$ cat src/rtl/cls_pkg.sv
package cls_pkg;

    localparam int PREC_W   = 4;
    localparam int TMR_W    = 4;
    localparam int CP_W     = 3;
    localparam int PREC_MIN = 1;
    localparam int PREC_MAX = 11;
    localparam int CAL_OVH  = 3;
    localparam int CAL_BASE = 6;
    localparam int CAL_MUL  = 8;
    localparam int FAST_BASE = 511;
    localparam int FAST_STEP = 512;
    localparam int CAL_MAXLEN  = (CAL_BASE + (1 << PREC_MAX)) * CAL_MUL + CAL_OVH;
    localparam int FAST_MAXLEN = FAST_BASE + ((1 << TMR_W) - 1) * FAST_STEP;
    localparam int MAXLEN = (CAL_MAXLEN > FAST_MAXLEN) ? CAL_MAXLEN : FAST_MAXLEN;
    localparam int CNT_W  = $clog2(MAXLEN + 1);

    typedef enum logic [1:0] {
        PH_IDLE = 2'd0,
        PH_CAL  = 2'd1,
        PH_FAST = 2'd2,
        PH_NORM = 2'd3
    } phase_t;

    typedef struct packed {
        logic             fast_en;
        logic [TMR_W-1:0] fast_tmr;
    } fast_cfg_t;

    function automatic int clamp_prec(input logic [PREC_W-1:0] c);
        int v;
        v = int'(c);
        if (v < PREC_MIN) v = PREC_MIN;
        if (v > PREC_MAX) v = PREC_MAX;
        return v;
    endfunction

    function automatic logic [CNT_W-1:0] cal_len(input logic [PREC_W-1:0] c);
        int n;
        n = (CAL_BASE + (1 << clamp_prec(c))) * CAL_MUL + CAL_OVH;
        return CNT_W'(n);
    endfunction

    function automatic logic [CNT_W-1:0] fast_len(input logic [TMR_W-1:0] f);
        int n;
        n = FAST_BASE + int'(f) * FAST_STEP;
        return CNT_W'(n);
    endfunction

endpackage

$ cat src/rtl/cls_timer.sv
module cls_timer #(
    parameter int W = cls_pkg::CNT_W
) (
    input  logic         clk,
    input  logic         rst,
    input  logic         load,
    input  logic [W-1:0] load_val,
    output logic         zero
);
    logic [W-1:0] cnt;

    always_ff @(posedge clk) begin
        if (rst)              cnt <= '0;
        else if (load)        cnt <= load_val;
        else if (cnt != '0)   cnt <= cnt - 1'b1;
    end

    assign zero = (cnt == '0);


    timer_step_chk: assert property (@(posedge clk) disable iff (rst)
        (!load && !zero) |=> (cnt == $past(cnt) - 1'b1));
endmodule

$ cat src/rtl/cls_ctrl.sv
module cls_ctrl
    import cls_pkg::*;
(
    input  logic              clk,
    input  logic              rst,
    input  logic              start,
    input  logic [PREC_W-1:0] cal_prec,
    input  fast_cfg_t         cfg_in,
    input  logic              tmr_zero,
    output logic              tmr_load,
    output logic [CNT_W-1:0]  tmr_val,
    output phase_t            phase,
    output logic              busy,
    output logic              done
);
    fast_cfg_t cfg_q;
    phase_t    nxt;

    always_comb begin
        nxt      = phase;
        tmr_load = 1'b0;
        tmr_val  = '0;
        if (start) begin
            nxt      = PH_CAL;
            tmr_load = 1'b1;
            tmr_val  = cal_len(cal_prec) - 1'b1;
        end else if (tmr_zero) begin
            unique case (phase)
                PH_CAL: begin
                    if (cfg_q.fast_en) begin
                        nxt      = PH_FAST;
                        tmr_load = 1'b1;
                        tmr_val  = fast_len(cfg_q.fast_tmr) - 1'b1;
                    end else begin
                        nxt = PH_NORM;
                    end
                end
                PH_FAST: nxt = PH_NORM;
                default: nxt = phase;
            endcase
        end
    end

    always_ff @(posedge clk) begin
        if (rst) begin
            phase <= PH_IDLE;
            cfg_q <= '0;
            done  <= 1'b0;
        end else begin
            phase <= nxt;
            if (start) cfg_q <= cfg_in;
            done  <= (nxt == PH_NORM) && (phase != PH_NORM);
        end
    end

    assign busy = (phase == PH_CAL) || (phase == PH_FAST);


    start_to_cal_chk: assert property (@(posedge clk) disable iff (rst)
        start |=> (phase == PH_CAL));

    idle_exit_chk: assert property (@(posedge clk) disable iff (rst)
        (phase == PH_IDLE) |=> (phase == PH_IDLE || phase == PH_CAL));

    no_fast_skip_chk: assert property (@(posedge clk) disable iff (rst)
        (phase == PH_CAL && !cfg_q.fast_en && !start) |=> (phase != PH_FAST));
endmodule

$ cat src/rtl/cls_drive.sv
module cls_drive
    import cls_pkg::*;
(
    input  phase_t          phase,
    input  logic [CP_W-1:0] cp_norm_code,
    input  logic [CP_W-1:0] cp_fast_code,
    input  logic            pump_hiz_force,
    output logic [CP_W-1:0] cp_code,
    output logic            pump_hiz,
    output logic            tune_ref_sel
);
    always_comb begin
        cp_code      = cp_norm_code;
        pump_hiz     = pump_hiz_force;
        tune_ref_sel = 1'b0;
        unique case (phase)
            PH_CAL: begin
                pump_hiz     = 1'b1;
                tune_ref_sel = 1'b1;
            end
            PH_FAST: cp_code = cp_fast_code;
            default: ;
        endcase
    end
endmodule

$ cat src/rtl/cal_lock_seq.sv
module cal_lock_seq
    import cls_pkg::*;
(
    input  logic              clk,
    input  logic              rst,
    input  logic              start,
    input  logic [PREC_W-1:0] cal_prec,
    input  logic              fast_en,
    input  logic [TMR_W-1:0]  fast_tmr,
    input  logic [CP_W-1:0]   cp_norm_code,
    input  logic [CP_W-1:0]   cp_fast_code,
    input  logic              pump_hiz_force,
    output logic [CP_W-1:0]   cp_code,
    output logic              pump_hiz,
    output logic              tune_ref_sel,
    output logic [1:0]        phase,
    output logic              busy,
    output logic              done
);
    phase_t           ph;
    logic             tmr_load;
    logic             tmr_zero;
    logic [CNT_W-1:0] tmr_val;
    fast_cfg_t        cfg;

    assign cfg.fast_en  = fast_en;
    assign cfg.fast_tmr = fast_tmr;

    cls_ctrl u_ctrl (
        .clk      (clk),
        .rst      (rst),
        .start    (start),
        .cal_prec (cal_prec),
        .cfg_in   (cfg),
        .tmr_zero (tmr_zero),
        .tmr_load (tmr_load),
        .tmr_val  (tmr_val),
        .phase    (ph),
        .busy     (busy),
        .done     (done)
    );

    cls_timer #(.W(CNT_W)) u_timer (
        .clk      (clk),
        .rst      (rst),
        .load     (tmr_load),
        .load_val (tmr_val),
        .zero     (tmr_zero)
    );

    cls_drive u_drive (
        .phase          (ph),
        .cp_norm_code   (cp_norm_code),
        .cp_fast_code   (cp_fast_code),
        .pump_hiz_force (pump_hiz_force),
        .cp_code        (cp_code),
        .pump_hiz       (pump_hiz),
        .tune_ref_sel   (tune_ref_sel)
    );

    assign phase = ph;


    cal_hold_chk: assert property (@(posedge clk) disable iff (rst)
        (ph == PH_CAL) |-> (pump_hiz && tune_ref_sel));

    fast_code_chk: assert property (@(posedge clk) disable iff (rst)
        (ph == PH_FAST) |-> (cp_code == cp_fast_code && !tune_ref_sel));

    force_hiz_chk: assert property (@(posedge clk) disable iff (rst)
        pump_hiz_force |-> pump_hiz);

    done_norm_chk: assert property (@(posedge clk) disable iff (rst)
        done |-> (ph == PH_NORM && !busy));

    done_single_chk: assert property (@(posedge clk) disable iff (rst)
        done |=> !done);
endmodule

$ cat config.mk
export PLATFORM = sky130hd
export DESIGN_NAME = cal_lock_seq
export DESIGN_NICKNAME = d
export VERILOG_FILES = /design/src/rtl/cls_pkg.sv /design/src/rtl/cls_timer.sv /design/src/rtl/cls_ctrl.sv /design/src/rtl/cls_drive.sv /design/src/rtl/cal_lock_seq.sv
export SDC_FILE = /design/constraint.sdc
export NUM_CORES = 1
export LEC_CHECK = 0
export BUFFER_PORTS_ARGS = -buffer_cell sky130_fd_sc_hd__buf_4
export CORE_UTILIZATION = 58
export DETAILED_ROUTE_END_ITERATION = 10
export GPL_ROUTABILITY_DRIVEN = 0
export PLACE_DENSITY = 0.95
export SLEW_MARGIN = 10
export SYNTH_ARGS = -nofsm -noshare
export SYNTH_HDL_FRONTEND = slang
export SYNTH_SLANG_ARGS = --single-unit
export TNS_END_PERCENT = 30
$ cat constraint.sdc
create_clock -name clk -period 2.9 [get_ports clk]
set_input_delay 0.725 -clock clk [delete_from_list [all_inputs] [get_ports clk]]
set_output_delay 0.725 -clock clk [all_outputs]
set_load 0.02 [all_outputs]
* After elaboration in Yosys (flattened, before gate mapping) *
Cells that the tools add are included.

word-level totals
  register bits = 23
  input port bits = 19
  output and inout bits = 9
  logic and storage cells = 44

operators by class
  add/sub/neg operators = 6
  magnitude comparators = 2
  equal/unequal tests = 4
  shifts and indexed selects = 1
  muxes and demuxes = 21
  reduce and logical (&&, ||, !) cells = 5

operators with widths
  operator               count
  $mux 32                3
  $mux 15                6
  $sub 15x1->15 const B  3
  $gt 32x5->1 const B    1
  $shl 1x32->12 const A  1
  $add 15x3->15 const B  1
  $logic_not 15->1       1
  $reduce_bool 15->1     1
  $add 9x13->14 const A  1
  $add 4x12->12 const A  1
  $mux 1                 7
  $eq 2x2->1 const B     2
  $lt 4x1->1 const B     1
  $mux 2                 2
  $mux 4                 1
  $pmux 2 s2             1
  $mux 3                 1
  $eq 2x1->1 const B     1
  $ne 2x2->1 const B     1
  $reduce_bool 2->1      1
  $logic_and 1x1->1      1
  $logic_or 1x1->1       1

* Logic depth before layout (Yosys ltp) *
  depth after elaboration = 12
  mapped depth = 8
  depth with buffers taken out = 7

* Cells and area by module *
From an unflattened synthesis, not the netlist that was laid out.

second synthesis, totals
  cells, all modules = 182
  area, all modules = 1626.6 µm²

by module, submodules not included
  module     times used  cells each  area an instance (µm²)  sequential area each (µm²)
  cls_timer  1           102         898.4                   300.3
  cls_ctrl   1           74          654.4                   160.2
  cls_drive  1           6           73.8                    0.0

* Worst setup path after synthesis *
Ideal clock, no wire load.

  kind = register to output
  from = reg u_ctrl.phase[1]
  to = out pump_hiz
  arrival time = 1234 ps
  required time = 2175 ps
  setup slack = 941 ps
  stages on the path, launching flop included = 4
  path buffers = 0
  cells stage by stage = dfxtp_1 -> inv_1 -> ha_1 -> or2_2

on the way
  longest elaborated chain between the ends = 2

ends and longest elaborated chain
  what                    line                source
  start, declared         cls_ctrl.sv:12      output phase_t phase,
  start signal, assigned  cls_ctrl.sv:50      phase <= nxt;
  $eq 2x1->1              cls_drive.sv:16     unique case (phase)
  $mux 1                  cls_drive.sv:16
  end, declared           cal_lock_seq.sv:14  output logic pump_hiz,

Every way passes these cells.

* Worst setup path in the final report *
  from = reg u_ctrl.phase[0]
  to = out cp_code[1]

on the way
  longest elaborated chain between the ends = 2

ends and longest elaborated chain
  what           line                source
  $eq 2x2->1     cls_drive.sv:16
  $mux 3         cls_drive.sv:16
  end, declared  cal_lock_seq.sv:13  output logic [CP_W-1:0] cp_code,

Every way passes these cells.

==> flow_metrics.env <==
export IMPL_wl_per_cell_um=15.67
export IMPL_areaGrowthSynthToFinish_pct=18.17
export IMPL_core_area_um2=2212
export IMPL_crit_path_start_kind="flip-flop"
export IMPL_hp_class="reg2reg"
export IMPL_grt_pass1_vias=1237
export IMPL_hold_depth=2
export IMPL_critical_path_required_ns=2.17
export IMPL_synth_async_reset_ratio=0
export IMPL_postSynthCellCount=159
export IMPL_finalCriticalPeriod_ns=2.334
export IMPL_cp_max_fo=5
export IMPL_place_hpwl_um=2397
export IMPL_drc=0
export IMPL_ctsHoldBuffers=0
export IMPL_vias=1314
export IMPL_dieArea_um2=2560
export IMPL_synth_avg_cell_area_um2=8.617
export IMPL_syn_num_nets=184
export IMPL_start_util=0.6193
export IMPL_layout_setup_ws_ns=0.5664
export IMPL_holdWs_ns=0.5283
export IMPL_drt_wl_total_um=3337
export IMPL_fin_setup_tns_ns=0
export IMPL_drv_slew=0
export IMPL_root_buffer="clkbuf_4"
export IMPL_antenna_found_initial=0
export IMPL_fin_area_um2=1619
export IMPL_die_x_um=50.60
export IMPL_cts_resized=0
export IMPL_p_leak_nw=0.6492
export IMPL_yosysSeqAreaShare=0.3361
export IMPL_fillers=160
export IMPL_num_rows=17
export IMPL_worst_clock_skew_ns=0.004961
export IMPL_end_kind="primary output"
export IMPL_max_slew_margin=0.5207
export IMPL_maxCapViolCount=0
export IMPL_drt_iter0_drc=60
export IMPL_rsz0062_at_grt="false"
export IMPL_reg2regPathDepth=6
export IMPL_clkTransAtPathRegs_ns=0.14
export IMPL_post_place_cells=209
export IMPL_drt_pass1_iterations=4
export IMPL_clock_fmax_mhz=428.5
export IMPL_io_buffers=27
export IMPL_layout_common_cells="buf_4 (28), dfxtp_1 (23), nor2_1 (22)"
export IMPL_synthesis_area_um2=1370
export IMPL_synth_enable_flop_cells=0
export IMPL_clockBufferDepth=2
export IMPL_final_common_cell="buf_4"
export IMPL_htree_levels=1
export IMPL_synth_top_area_cell="dfxtp_1"
export IMPL_numCtsBuffers=3
export IMPL_drive_gt1_frac=0.2595
export IMPL_placed_area_um2=1592
export IMPL_post_cts_buffers=0
export IMPL_grt_pass1_wl_um=5602
export IMPL_seq_area_um2=460.4
export IMPL_synthDistinctLibCells=47
export IMPL_worstMarginPinSlew_ns=0.7146
export IMPL_insertion_delay_ns=0.33
export IMPL_peakVddDrop_v=0.0003240
export IMPL_num_antenna_cells=0
export IMPL_grt_max_degree=24
export IMPL_ys_ff_latch=23
export IMPL_setup_viol=0
export IMPL_synthFlopType="dfxtp_1"
export IMPL_period_share=0.8047
export IMPL_grt_overflow=0
export IMPL_dpl_worst_slack_ns=0.7015
export IMPL_postRouteAntennaNets=0
export IMPL_nets=211
export IMPL_io_pins=28
export IMPL_status="complete, no violations"
export IMPL_crit_arrival_ns=1.61
export IMPL_final_hold_viol_count=0
export IMPL_die_h_um=50.60
export IMPL_final_cells=213
export IMPL_ys_top_cells_by_area="dfxtp_1 (34%), nor2_1 (6.0%), ha_1 (5.5%), xnor2_1 (3.8%), a21oi_1 (3.3%)"
export IMPL_path_class="reg2out"
export IMPL_cts_tree="built"
export IMPL_track_usage=0.2909
export IMPL_yosysWarnings=0
export IMPL_synthDominantCellAreaShare=0.3361
export IMPL_cts_sinks=23
export IMPL_multi_input_area_um2=855.8
export IMPL_drt_vias_per_instance=6.169
export IMPL_powerDensity_nw_per_um2=498.2
==> layout make-up <==
cell class	count	share of cell area
Clock buffer	3	0.01391
Clock inverter	1	0.003091
Inverter	8	0.01855
Multi-Input combinational cell	122	0.5286
Sequential cell	23	0.2844
Tap cell	28	0.02164
Timing Repair Buffer	28	0.1298
==> cells by family (layout without fill, tap and decap cells) <==
kind of cell,count (synthesis),in the layout,share of synthesized area
DFF,23,23,0.3361
and+or+nand+nor,68,68,0.2822
muxes,7,7,0.05753
buffers and inverters,14,40,0.03927
AOI/OAI and AO/OA,32,32,0.1726
adders and majority gates,6,6,0.05479
xor gates and xnor gates,9,9,0.05754
==> sequential cells by signal (all words and copies together) (netlist names) <==
register,cells
u_ctrl.cfg_q,5
u_timer.cnt,15
u_ctrl.done,1
u_ctrl.phase,2
==> where the power goes <==
| group | internal [mW] | switching (mW) |
|---|---|---|
| logic | 0.123 | 0.146 |
| clock network | 0.0518 | 0.107 |
| registers | 0.343 | 0.0354 |
| total | 0.518 | 0.289 |
==> worst paths after layout <==
kind | from | endpoint | slack (ns)
max | u_ctrl.phase[0] | cp_code[1] | 0.57
min | u_ctrl.cfg_q[2] | u_ctrl.cfg_q[2] | 0.53
max reg2reg | u_timer.cnt[0] | u_timer.cnt[8] | 0.64
min reg2reg | u_ctrl.cfg_q[2] | u_ctrl.cfg_q[2] | 0.53
==> synth_stat cells (2+ instances only) <==
master and n:
nand2_1 10, clkbuf_1 5, o211ai_1 2, xor2_1 3, xnor2_1 6, nand4_1 2, a21oi_1 9, nor4_1 5
nor2_1 22, and2_1 2, inv_1 8, mux2i_1 3, nor3_1 5, dfxtp_1 23, o31ai_1 2, o22ai_2 2
a31oi_1 5, o21ai_0 3, or3_1 2, ha_1 6, nor2b_1 3, nand2b_1 2, a211oi_1 2, mux2_2 3
o32ai_1 2
==> routing by layer <==
| metal | up-vias | global-route usage | wire length (um) |
|---|---|---|---|
| met5 | - | 0 | 0 |
| met4 | 0 | 0.1204 | 40 |
| met3 | 6 | 0.04545 | 235 |
| met2 | 59 | 0.5067 | 1716 |
| met1 | 619 | 0.3519 | 1344 |
| li1 | 630 | - | - |
==> critical path: stages, from the launching register on <==
cell     delay [ns]
dfxtp_1        0.38
inv_1          0.10
ha_1           0.26
mux2_2         0.37
buf_4          0.16
==> per-stage QoR <==
stage                     power, mW  utilization
after floorplan              0.5679            -
after global placement       0.6317       0.7195
after detailed placement     0.6440       0.7195
after CTS                    0.7977       0.7319
after global routing         0.8439       0.7319
final                        0.8066       0.7319
(Power assumes the default switching activity.)
